--- src/rtl/exc_entry_pkg.sv ---
// Shared constants for the exception entry unit.
// Assumes a 32-bit machine word and the conventional coprocessor-0 bit positions.
package exc_entry_pkg;
    localparam int unsigned XLEN      = 32;
    localparam int unsigned CODE_W    = 5;
    localparam int unsigned CODE_LSB  = 2;
    localparam int unsigned CODE_MSB  = CODE_LSB + CODE_W - 1;
    localparam int unsigned BD_BIT    = 31;
    localparam int unsigned IV_BIT    = 23;
    localparam int unsigned EXL_BIT   = 1;
    localparam int unsigned BEV_BIT   = 22;
    localparam int unsigned INSN_B    = 4;

    localparam logic [CODE_W-1:0] CODE_IRQ  = 5'd0;
    localparam logic [CODE_W-1:0] CODE_TLBL = 5'd2;
    localparam logic [CODE_W-1:0] CODE_TLBS = 5'd3;

    localparam logic [XLEN-1:0] BASE_NORM = 32'h8000_0000;
    localparam logic [XLEN-1:0] BASE_BOOT = 32'hBFC0_0200;
    localparam logic [XLEN-1:0] OFS_REFILL = 32'h0000_0000;
    localparam logic [XLEN-1:0] OFS_GEN    = 32'h0000_0180;
    localparam logic [XLEN-1:0] OFS_IRQ    = 32'h0000_0200;

    typedef enum logic [1:0] {
        VEC_REFILL  = 2'd0,
        VEC_GENERAL = 2'd1,
        VEC_IRQ     = 2'd2
    } vec_kind_e;
endpackage

--- src/rtl/exc_code_field.sv ---
// Reads the exception code field of a Cause word and, when asked, replaces it.
// Assumes the field position given by the package; other bits are kept as they are.
module exc_code_field
    import exc_entry_pkg::*;
(
    input  logic [XLEN-1:0]   cause_i,
    input  logic              wr_en_i,
    input  logic [CODE_W-1:0] wr_val_i,
    output logic [CODE_W-1:0] code_rd_o,
    output logic [XLEN-1:0]   cause_eff_o,
    output logic [CODE_W-1:0] code_eff_o
);
    // Extract the field from the unmodified word.
    assign code_rd_o = cause_i[CODE_MSB:CODE_LSB];

    // Clear the field, then insert the new code when a write is requested.
    always_comb begin
        cause_eff_o = cause_i;
        if (wr_en_i) begin
            cause_eff_o[CODE_MSB:CODE_LSB] = '0;
            cause_eff_o = cause_eff_o | (XLEN'(wr_val_i) << CODE_LSB);
        end
        code_eff_o = cause_eff_o[CODE_MSB:CODE_LSB];
    end
endmodule

--- src/rtl/exc_vector_sel.sv ---
// Picks the handler offset and base, and returns their sum.
// Assumes the code input is already the effective code for this cycle.
module exc_vector_sel
    import exc_entry_pkg::*;
(
    input  logic              exl_i,
    input  logic              bev_i,
    input  logic              iv_i,
    input  logic              nomatch_i,
    input  logic [CODE_W-1:0] code_i,
    output logic [XLEN-1:0]   vector_o
);
    vec_kind_e       kind;
    logic [XLEN-1:0] offset;
    logic [XLEN-1:0] base;

    // Classify the entry: a nested entry always uses the general vector.
    always_comb begin
        kind = VEC_GENERAL;
        if (!exl_i) begin
            if ((code_i == CODE_TLBL) || (code_i == CODE_TLBS)) begin
                kind = nomatch_i ? VEC_REFILL : VEC_GENERAL;
            end else if (code_i == CODE_IRQ) begin
                kind = iv_i ? VEC_IRQ : VEC_GENERAL;
            end
        end
    end

    // Map the class to an offset and add it to the selected base.
    always_comb begin
        case (kind)
            VEC_REFILL: offset = OFS_REFILL;
            VEC_IRQ:    offset = OFS_IRQ;
            default:    offset = OFS_GEN;
        endcase
        base     = bev_i ? BASE_BOOT : BASE_NORM;
        vector_o = base + offset;
    end
endmodule

--- src/rtl/exc_epc_calc.sv ---
// Computes the new return address and branch-delay flag.
// Assumes fixed-size instructions of INSN_B bytes; a nested entry leaves both untouched.
module exc_epc_calc
    import exc_entry_pkg::*;
(
    input  logic            exl_i,
    input  logic            in_dslot_i,
    input  logic [XLEN-1:0] pc_i,
    input  logic [XLEN-1:0] epc_i,
    input  logic            bd_i,
    output logic [XLEN-1:0] epc_o,
    output logic            bd_o
);
    // Hold, point at the faulting instruction, or point at the branch before it.
    always_comb begin
        if (exl_i) begin
            epc_o = epc_i;
            bd_o  = bd_i;
        end else if (in_dslot_i) begin
            epc_o = pc_i - XLEN'(INSN_B);
            bd_o  = 1'b1;
        end else begin
            epc_o = pc_i;
            bd_o  = 1'b0;
        end
    end
endmodule

--- src/rtl/exc_entry_unit.sv ---
// Exception entry unit: registers the next PC, EPC, Cause and Status.
// On take it applies the entry rules; otherwise it registers its inputs as they are.
// Assumes the caller writes the outputs back into its architectural registers.
module exc_entry_unit
    import exc_entry_pkg::*;
(
    input  logic              clk,
    input  logic              rst_n,
    input  logic              take_i,
    input  logic [XLEN-1:0]   pc_i,
    input  logic              in_dslot_i,
    input  logic              dslot_pend_i,
    input  logic [XLEN-1:0]   status_i,
    input  logic [XLEN-1:0]   cause_i,
    input  logic [XLEN-1:0]   epc_i,
    input  logic              tlb_nomatch_i,
    input  logic              code_wr_en_i,
    input  logic [CODE_W-1:0] code_wr_val_i,
    output logic [CODE_W-1:0] code_rd_o,
    output logic [XLEN-1:0]   pc_o,
    output logic [XLEN-1:0]   epc_o,
    output logic [XLEN-1:0]   cause_o,
    output logic [XLEN-1:0]   status_o,
    output logic              dslot_pend_o
);
    logic [XLEN-1:0]   cause_eff;
    logic [CODE_W-1:0] code_eff;
    logic [XLEN-1:0]   vector;
    logic [XLEN-1:0]   epc_nxt;
    logic              bd_nxt;
    logic [XLEN-1:0]   cause_take;
    logic [XLEN-1:0]   status_take;

    exc_code_field u_code (
        .cause_i     (cause_i),
        .wr_en_i     (code_wr_en_i),
        .wr_val_i    (code_wr_val_i),
        .code_rd_o   (code_rd_o),
        .cause_eff_o (cause_eff),
        .code_eff_o  (code_eff)
    );

    exc_vector_sel u_vec (
        .exl_i     (status_i[EXL_BIT]),
        .bev_i     (status_i[BEV_BIT]),
        .iv_i      (cause_eff[IV_BIT]),
        .nomatch_i (tlb_nomatch_i),
        .code_i    (code_eff),
        .vector_o  (vector)
    );

    exc_epc_calc u_epc (
        .exl_i      (status_i[EXL_BIT]),
        .in_dslot_i (in_dslot_i),
        .pc_i       (pc_i),
        .epc_i      (epc_i),
        .bd_i       (cause_eff[BD_BIT]),
        .epc_o      (epc_nxt),
        .bd_o       (bd_nxt)
    );

    // Form the Cause and Status words written on an entry.
    always_comb begin
        cause_take          = cause_eff;
        cause_take[BD_BIT]  = bd_nxt;
        status_take         = status_i;
        status_take[EXL_BIT] = 1'b1;
    end

    // Register either the entry state or the incoming state.
    always_ff @(posedge clk) begin
        if (!rst_n) begin
            pc_o         <= '0;
            epc_o        <= '0;
            cause_o      <= '0;
            status_o     <= '0;
            dslot_pend_o <= 1'b0;
        end else if (take_i) begin
            pc_o         <= vector;
            epc_o        <= epc_nxt;
            cause_o      <= cause_take;
            status_o     <= status_take;
            dslot_pend_o <= 1'b0;
        end else begin
            pc_o         <= pc_i;
            epc_o        <= epc_i;
            cause_o      <= cause_eff;
            status_o     <= status_i;
            dslot_pend_o <= dslot_pend_i;
        end
    end
endmodule

--- config.mk ---
export PLATFORM = sky130hd
export DESIGN_NAME = exc_entry_unit
export DESIGN_NICKNAME = d
export VERILOG_FILES = /design/src/rtl/exc_entry_pkg.sv /design/src/rtl/exc_code_field.sv /design/src/rtl/exc_vector_sel.sv /design/src/rtl/exc_epc_calc.sv /design/src/rtl/exc_entry_unit.sv
export SDC_FILE = /design/constraint.sdc
export NUM_CORES = 1
export LEC_CHECK = 0
export ABC_AREA = 1
export BUFFER_PORTS_ARGS = -buffer_cell sky130_fd_sc_hd__buf_4
export CAP_MARGIN = 10
export CORE_MARGIN = 2
export CORE_UTILIZATION = 35
export DETAILED_ROUTE_END_ITERATION = 6
export PLACE_DENSITY = 0.61
export SYNTH_ARGS = -nofsm -noshare
export SYNTH_HDL_FRONTEND = slang
export SYNTH_HIERARCHICAL = 1
export SYNTH_SLANG_ARGS = --single-unit
export TNS_END_PERCENT = 30
--- constraint.sdc ---
create_clock -name clk -period 2.7 [get_ports clk]
set_input_delay 0.27 -clock clk [delete_from_list [all_inputs] [get_ports clk]]
set_output_delay 0.27 -clock clk [all_outputs]
set_load 0.01 [all_outputs]
==> results of run 1 <==
## flip-flops by register name, indices dropped and copies added (netlist names)
signal and count:
status_o 32, dslot_pend_o 1, epc_o 32, pc_o 32, cause_o 32
## cell families (layout without fill, tap and decap cells)
logic type,Yosys count,in the layout,share of synthesized area (%)
simple gates,558,558,34.9
flops,129,129,40.3
other cells,2,20,0.117
fa+ha+maj,2,2,0.391
buf+inv,275,482,21.3
compound gates,25,25,2.17
xor+xnor,6,6,0.821
## tightest hold or removal path, stage by stage
cell and delay [ps]:
buf_4 80, nand2_1 40, inv_1 40
## per-layer routing
metal	vias up	part of all wire, %	global-route usage [%]
met5	-	0	0
met4	0	0.64	3.83
met3	6	9.4	6.64
met2	205	48	32.1
met1	2653	42	21.5
li1	3218	-	-
## placed cells by master, fill, tap and decap left out, types with 6 or more instances in the layout
master | netlist | layout
conb_1 | 2 | 20
nor2_4 | 6 | 6
a21oi_1 | 9 | 9
o21ai_0 | 8 | 8
nand2_2 | 6 | 6
nor2_1 | 180 | 180
nand4_1 | 7 | 7
nand2_1 | 316 | 316
xor2_1 | 6 | 6
nand3_1 | 35 | 35
clkbuf_16 | 0 | 17
dfxtp_1 | 129 | 129
buf_4 | 72 | 275
inv_1 | 168 | 168
nor2_2 | 6 | 6
## Yosys cell counts, drive strengths merged
library cell	instances	share of area [%]
xor2	6	0.82
a21oi	9	0.70
nand4	7	0.68
nor3	2	0.16
nand2	322	19
dfxtp	129	40
o21a	1	0.12
buf	97	11
nor2	192	12
conb	2	0.12
clkbuf	5	0.29
nand3	35	2.7
a31oi	3	0.29
ha	2	0.39
o21ai	9	0.70
o21bai	3	0.35
inv	173	10
## power by group through the flow
stage | Sequential, W | Combinational (W) | Clock, W
global placement | 0.00210 | 0.000833 | 0
floorplan | 0.00216 | 0.000396 | 0
global route | 0.00207 | 0.000930 | 0.00245
detailed placement | 0.00210 | 0.000840 | 0
CTS | 0.00206 | 0.000842 | 0.00238
finish | 0.00206 | 0.000830 | 0.00231
## area by class of cell
type	count	share of cell area (%)
Clock buffer	21	5.27
Clock inverter	11	1.49
Inverter	173	7.43
Multi-Input combinational cell	611	28.9
Sequential cell	129	29.6
Tap cell	229	3.28
Timing Repair Buffer	277	24.1
## metrics by stage
step | hold slack [ps] | total power (W)
after floorplan | 368 | 0.00256
after global placement | 450 | 0.00293
after detailed placement | 456 | 0.00294
after CTS | 18.6 | 0.00528
after global routing | 23.2 | 0.00545
final | 38.6 | 0.00520
## worst max path at each step
stage                 start  slack [ps]        end
CTS                 pc_i[3]        1350  epc_o[28]
global route        pc_i[3]        1120  epc_o[26]
floorplan           pc_i[3]        1260  epc_o[24]
detailed placement  pc_i[3]         930  epc_o[28]
global placement    pc_i[3]         960  epc_o[30]
finish              pc_i[3]        1320  epc_o[28]
==> impl_metrics.toml, run 1 <==
[hold_path]
hp-class = "input port to flip-flop"
hold_end = "cause_o[1]"
min_path_cells = 3
hold_start = "cause_i[1]"

[clock_network]
cts_hold_buffers = 0
cts.sinks = 129
post_cts_buffers = 0
cts.repair.resized = 0
cts.clk_slew.worst_paths_ps = 60
root_buffer = "clkbuf_16"
clk_path_buf_depth = 2
cts_tree = "done"
cts_buffers = 17
htreeDepth = 4

[critical_path]
worstSetupPathType = "input port to flip-flop"
cp_data_required_time_ps = 3040
cp_common_cell = "nand2_1"
critical_path_buf_inv_count = 3
crit_family = "simple AND/OR/NAND/NOR gates"
crit_chain = "buf_4 > inv_1 > ha_1 > nand2_2 > nor2_2 > nand2_1 > nor2_1 > nand3_1 > nand2_1 > nand3_1 > nand2_1 > inv_1 > nand2_1 > nand2_1 > nor2_1"
worstPathMaxFanout = 4
slowest_delay_ps = 180
start_kind = "input port"
worst_ep_arrival_time_ps = 1730
cp.depth = 15
cp_slowest_cell = "nor2_2"
endpoint_kind = "flip-flop"

[floorplan]
dieArea_sq_mm = 0.0194
start_util_pct = 35.6
die-width_microns = 139
fp.dieH_microns = 139
pin_count = 274
design.core.area_sq_mm = 0.0180
row_count = 49

[grt]
grt_max_degree = 133
antenna_found_initial = 0
grt_pass1_wl_mm = 28.4
grt_usage_pct = 18.3
grt.overflow.total = 0
grt_pass1_vias = 5707

[status]
status = "finished clean"

[finish]
drive_above_1_share_pct = 27.0
post-route-util_pct = 48.6
diodes = 0
multi_input_area_sq_mm = 0.00252
area_growth_pct = 36.5
n_fill_cell = 1886
fin_area_sq_mm = 0.00874
fin_nets = 1351
regArea_sq_mm = 0.00258
final_cells = 1451

[route]
viasPerCell = 4.19
wl_per_cell_microns = 12.5
vias = 6082
routed_wl_mm = 18.1
drc = 0
ant_nets = 0
dr.pass1.iters = 5
drtIter0Drc = 266

[placement]
hpwl_mm = 13.4
placed_area_sq_mm = 0.00815
dpl.cell_count = 1419
gp_congestion = 0.872
place.port_buffers = 273
pre_cts_slack_ps = 927

[sta]
relSlewSlack_pct = 63.1
setup_viol = 0
timing.fmax_mhz = 724
fin_setup_tns_ps = 0
worst_pin_slew_ps = 554
rsz0062_at_grt = "false"
hold_viol = 0
finalCritPeriodShare_pct = 51.2
drv_slew = 0
finalCriticalPeriod_ps = 1380
fin_ws_ps = 1320

[logic_synthesis]
ys_seq_area_share_pct = 40.3
syn_inst = 997
yosysWarnings = 6
syn_area_per_cell_sq_um = 6.42
synthesis.area_sq_mm = 0.00640
ys_ff_latch = 129
synthDistinctLibCells = 25

[power]
switching_share_pct = 26.2
p_leak_nw = 5.07
power_switching_w = 0.00136
p_per_area_mw_per_mm2 = 596
p_int_w = 0.00384
comb_power_share_pct = 16.0
vdd_drop_max_uv = 415
power_frac_clock_pct = 44.4
seqPwrFrac_pct = 39.6

[run]
max-cap-violations = 0
Note: power is estimated with default switching activity, not from simulation.
==> inputs of run 2 (changes only) <==
Clock period 2.7 ns to 1.3 ns, I/O delays scaled along.
==> run 2 against run 1 <==
Effect of this change: utilization grew 9.4 points; via count is 12% higher; global-route usage rose by 2.1 points; clock power grew 130%; sequential share of layout area fell by 4.8 points; worst hold slack worse by 23 ps; critical path type unchanged; largest power group unchanged.
==> impl_metrics.toml, run 2 (synthesis results as in run 1) <==
[status]
status = "finished clean"

[finish]
fin_nets = 1520
final_common_cell = "buf_4"
drive_above_1_share_pct = 28.8
diodes = 0
n_fill_cell = 1696
mostFrequentLayoutCells = "buf_4 (332), nand2_1 (314), nor2_1 (178), inv_1 (167), dfxtp_1 (129)"
area_growth_pct = 63.0

[placement]
gp_congestion = 0.822
pre_cts_slack_ps = -274
place.port_buffers = 273
hpwl_mm = 14.0

[sta]
drv_slew = 0
finalCriticalPeriod_ps = 1240
finalCritPeriodShare_pct = 95.6
setup_viol = 0
fin_setup_tns_ps = 0
hold_viol = 0
fin_ws_ps = 57.3
timing.fmax_mhz = 805
rsz0062_at_grt = "true"
worst_hold_slack_ps = 15.3

[clock_network]
htreeDepth = 4
cts.sinks = 129
root_buffer = "clkbuf_16"
cts.clk_slew.worst_paths_ps = 60
cts_buffers = 17
cts_tree = "done"
clk_path_buf_depth = 2

[grt]
antenna_found_initial = 0
grt_usage_pct = 20.4
grt_pass1_wl_mm = 31.7
grt.overflow.total = 0
grt_max_degree = 46
grt_pass1_vias = 6583

[floorplan]
design.core.area_sq_mm = 0.0180
start_util_pct = 35.6
dieArea_sq_mm = 0.0194
die-width_microns = 139
row_count = 49
pin_count = 274
fp.dieH_microns = 139

[power]
switching_share_pct = 25.4
p_per_area_mw_per_mm2 = 1130
seqPwrFrac_pct = 36.3
power_frac_clock_pct = 45.4
power_switching_w = 0.00299
vdd_drop_max_uv = 844
comb_power_share_pct = 18.3
p_leak_nw = 5.88
p_int_w = 0.00880

[route]
vias = 6789
viasPerCell = 4.19
routed_wl_mm = 19.8
ant_nets = 0
drtIter0Drc = 302
wl_per_cell_microns = 12.2
drc = 0
dr.pass1.iters = 5

[hold_path]
hp-class = "input port to flip-flop"
min_path_cells = 5
hold_end = "cause_o[2]"
hold_start = "code_wr_val_i[0]"

[critical_path]
cp_common_cell = "nand2_1"
slowest_delay_ps = 540
start_kind = "input port"
critical_path_buf_inv_count = 4
crit_family = "buffers and inverters"
worst_ep_arrival_time_ps = 1600
endpoint_kind = "flip-flop"
cp_data_required_time_ps = 1660
worstPathMaxFanout = 3
crit_chain = "dlygate4sd3_1 > buf_4 > inv_1 > nand3_1 > nor2_1 > nand3_1 > nand2_1 > nand3_1 > nand2_1 > inv_1 > nand2_1 > nand2_1 > nor2_1"
worstSetupPathType = "input port to flip-flop"
cp_slowest_cell = "dlygate4sd3_1"

[run]
max-cap-violations = 0
run 2: cell count changes in the layout (fill, tap and decap cells not counted), sizes merged:
cell / before / now
clkbuf: 21 / 17
buf: 277 / 340
inv: 175 / 176
bufinv: 2 / 5
clkinv: 3 / 5
dlygate4sd3: 0 / 106
clkinvlp: 4 / 2
run 2: per-layer routing:
layer  GRT usage, %  wire length [microns]  vias up
met3           6.88                   1650       19
met5              0                      0        -
met1           22.8                   7970     2973
met2           36.5                   9870      233
met4           6.54                    261        0
li1               -                      -     3564
run 2: how the worst max path moves through the flow:
stage                          start        end  slack, ps  cells after the start
global placement             pc_i[3]  epc_o[30]       -240                     16
detailed placement           pc_i[3]  epc_o[20]       -270                     16
CTS                 code_wr_val_i[0]    pc_o[9]         20                     12
global route                pc_i[30]  epc_o[31]        -40                     13
floorplan                    pc_i[3]  epc_o[24]          5                     15
finish                      pc_i[30]  epc_o[31]         60                     13
run 2: cell type report:
cell class	instances	area, sq um	area share, %
timing repair buffer	446	3700	35.5
sequential	129	2580	24.7
multi-input combinational	611	2550	24.4
inverter	173	654	6.27
clock buffer	17	425	4.08
tap	229	287	2.75
clock inverter	15	231	2.22
run 2: through the flow:
stage          area (sq um)  total power, W  utilization (%)  std cells
2_1_floorplan          6470         0.00531                -       1015
3_5_place_dp           8690         0.00627             48.4       1483
4_1_cts               10400          0.0119             58.0       1622
3_3_place_gp           8690         0.00625             48.4       1483
5_1_grt               10400          0.0124             58.1       1620
6_report              10400          0.0118             58.1       1620
run 2: repair_timing:
item / in CTS / in global routing
buffers inserted: 0 / 0
hold endpoints to repair: 107 / 0
hold buffers: 107 / 0
setup endpoints to repair: 0 / 16
resized for setup: 0 / 11
run 2: power groups by stage:
stage               Combinational, W  Clock, W  Sequential [W]
floorplan                   0.000822         0         0.00449
global placement             0.00189         0         0.00436
detailed placement           0.00190         0         0.00437
CTS                          0.00216   0.00550         0.00428
global route                 0.00239   0.00567         0.00430
finish                       0.00216   0.00535         0.00428
==> inputs of run 3 (changes only) <==
Settings changed: SETUP_SLACK_MARGIN from default to 0.2.
==> run 3 against run 2 <==
Effect of this change: utilization up 0.70 points; power fell by 4.0%; via count rose by 0.63%; first-iteration DRC count grew 7.6%; worst setup slack better by 120 ps; cell area rose by 1.2%; fmax is 11% higher; critical path depth fell by 8; sequential share of layout area down 0.29 points; combinational power grew 2%; non-clock buffer count rose by 1; critical path type unchanged; largest cell class unchanged; highest routed layer unchanged.
==> impl_metrics.toml, run 3 (synthesis results as in run 1) <==
[status]
status = "finished clean"

[floorplan]
start_util_pct = 35.6
dieArea_sq_mm = 0.0194
die-width_microns = 139
fp.dieH_microns = 139
pin_count = 274
design.core.area_sq_mm = 0.0180
row_count = 49

[critical_path]
cp_common_cell = "dlygate4sd3_1"
worst_ep_arrival_time_ps = 1440
crit_chain = "dlygate4sd3_1 > buf_4 > nand2_1 > dlygate4sd3_1 > inv_1"
start_kind = "input port"
worstSetupPathType = "input port to flip-flop"
endpoint_kind = "flip-flop"
cp_slowest_cell = "dlygate4sd3_1"
cp_data_required_time_ps = 1620
slowest_delay_ps = 550
worstPathMaxFanout = 1

[grt]
grt_pass1_vias = 6418
grt_usage_pct = 20.0
grt.overflow.total = 0
antenna_found_initial = 1
grt_max_degree = 64
grt_pass1_wl_mm = 31.1

[clock_network]
clk_path_buf_depth = 2
htreeDepth = 4
cts_tree = "done"
cts_buffers = 17
root_buffer = "clkbuf_16"
cts.clk_slew.worst_paths_ps = 60
cts.sinks = 129

[finish]
fin_nets = 1522
drive_above_1_share_pct = 30.7
final_cells = 1623
area_growth_pct = 64.9
mostFrequentLayoutCells = "buf_4 (331), nand2_1 (308), nor2_1 (172), inv_1 (164), dfxtp_1 (129)"
final_common_cell = "buf_4"

[power]
p_leak_nw = 5.93
switching_share_pct = 26.9
seqPwrFrac_pct = 37.8
vdd_drop_max_uv = 920
comb_power_share_pct = 19.4
p_int_w = 0.00827
p_per_area_mw_per_mm2 = 1070
power_frac_clock_pct = 42.8
power_switching_w = 0.00305

[placement]
gp_congestion = 0.834
place.port_buffers = 273
pre_cts_slack_ps = -280
dpl.cell_count = 1480
hpwl_mm = 14.0

[sta]
finalCriticalPeriod_ps = 1120
fin_ws_ps = 182
finalCritPeriodShare_pct = 86.0
setup_viol = 0
rsz0062_at_grt = "true"
hold_viol = 0
worst_hold_slack_ps = 12.6
timing.fmax_mhz = 894
drv_slew = 0

[route]
dr.pass1.iters = 7
vias = 6832
drc = 0
ant_nets = 0
routed_wl_mm = 20.1
wl_per_cell_microns = 12.4
drtIter0Drc = 325
viasPerCell = 4.21

[hold_path]
min_path_cells = 3
hold_start = "rst_n"
hp-class = "input port to flip-flop"
hold_end = "cause_o[22]"

[run]
max-cap-violations = 0
==> run 3: cell count changes in the layout (fill, tap and decap cells not counted), moves of 4 or more <==
cell | before | now
nor2_4 | 8 | 12
nand3_2 | 1 | 7
nand2_1 | 314 | 308
nor2_1 | 178 | 172
nand2_4 | 0 | 6
nand3_1 | 34 | 28
==> run 3: power groups by stage <==
stage,Combinational (W),Clock (W),Sequential [W]
finish,0.00220,0.00484,0.00428
global route,0.00242,0.00515,0.00430
CTS,0.00218,0.00498,0.00428
detailed placement,0.00191,0,0.00437
global placement,0.00190,0,0.00436
floorplan,0.000831,0,0.00449
==> run 3: layer usage <==
layer  track usage [%]  share of wire (%)  routed length, microns
met1              22.7                 41                    8220
met3              6.30                7.9                    1590
met4              7.87                2.6                     529
met2              35.0                 49                    9750
met5                 0                  0                       0
==> run 3: timing repair <==
action,in CTS,in global routing
endpoints found under the hold margin,105,0
resized for setup,1,39
pin swaps,1,21
buffers inserted,0,3
hold buffers,107,0
setup endpoints to repair,3,19
gates cloned,0,1
==> run 3: worst max-delay path by stage <==
stage / from / endpoint / slack [ps] / depth (start not counted)
5_1_grt: pc_i[3] / epc_o[20] / 130 / 15
3_3_place_gp: pc_i[3] / epc_o[30] / -210 / 16
3_5_place_dp: pc_i[3] / epc_o[30] / -280 / 16
4_1_cts: pc_i[3] / epc_o[26] / 190 / 15
2_1_floorplan: pc_i[3] / epc_o[26] / 60 / 15
6_report: status_i[0] / status_o[0] / 180 / 5
==> run 3: cell type report <==
| type | count | area [sq um] |
|---|---|---|
| diodes | 1 | 2.50 |
| clock inverters | 15 | 174 |
| inverters | 173 | 669 |
| flip-flops and latches | 129 | 2580 |
| fillers | 1677 | 7400 |
| multi-input cells | 612 | 2690 |
| clock buffers | 17 | 425 |
| well taps | 229 | 287 |
| repair buffers | 447 | 3730 |
==> run 3: through the flow <==
stage | TNS, ps | cell area [sq um] | power, W | util (%)
finish | 0 | 10600 | 0.0113 | 58.8
global route | 0 | 10600 | 0.0119 | 58.8
CTS | 0 | 10400 | 0.0114 | 57.9
detailed placement | -3750 | 8730 | 0.00628 | 48.6
global placement | -3090 | 8730 | 0.00626 | 48.6
floorplan | 0 | 6520 | 0.00532 | -
==> run 3: critical path, delay by kind of cell <==
kind / cells / cell delay (ps)
buf+inv: 4 / 1260
simple gates: 1 / 50
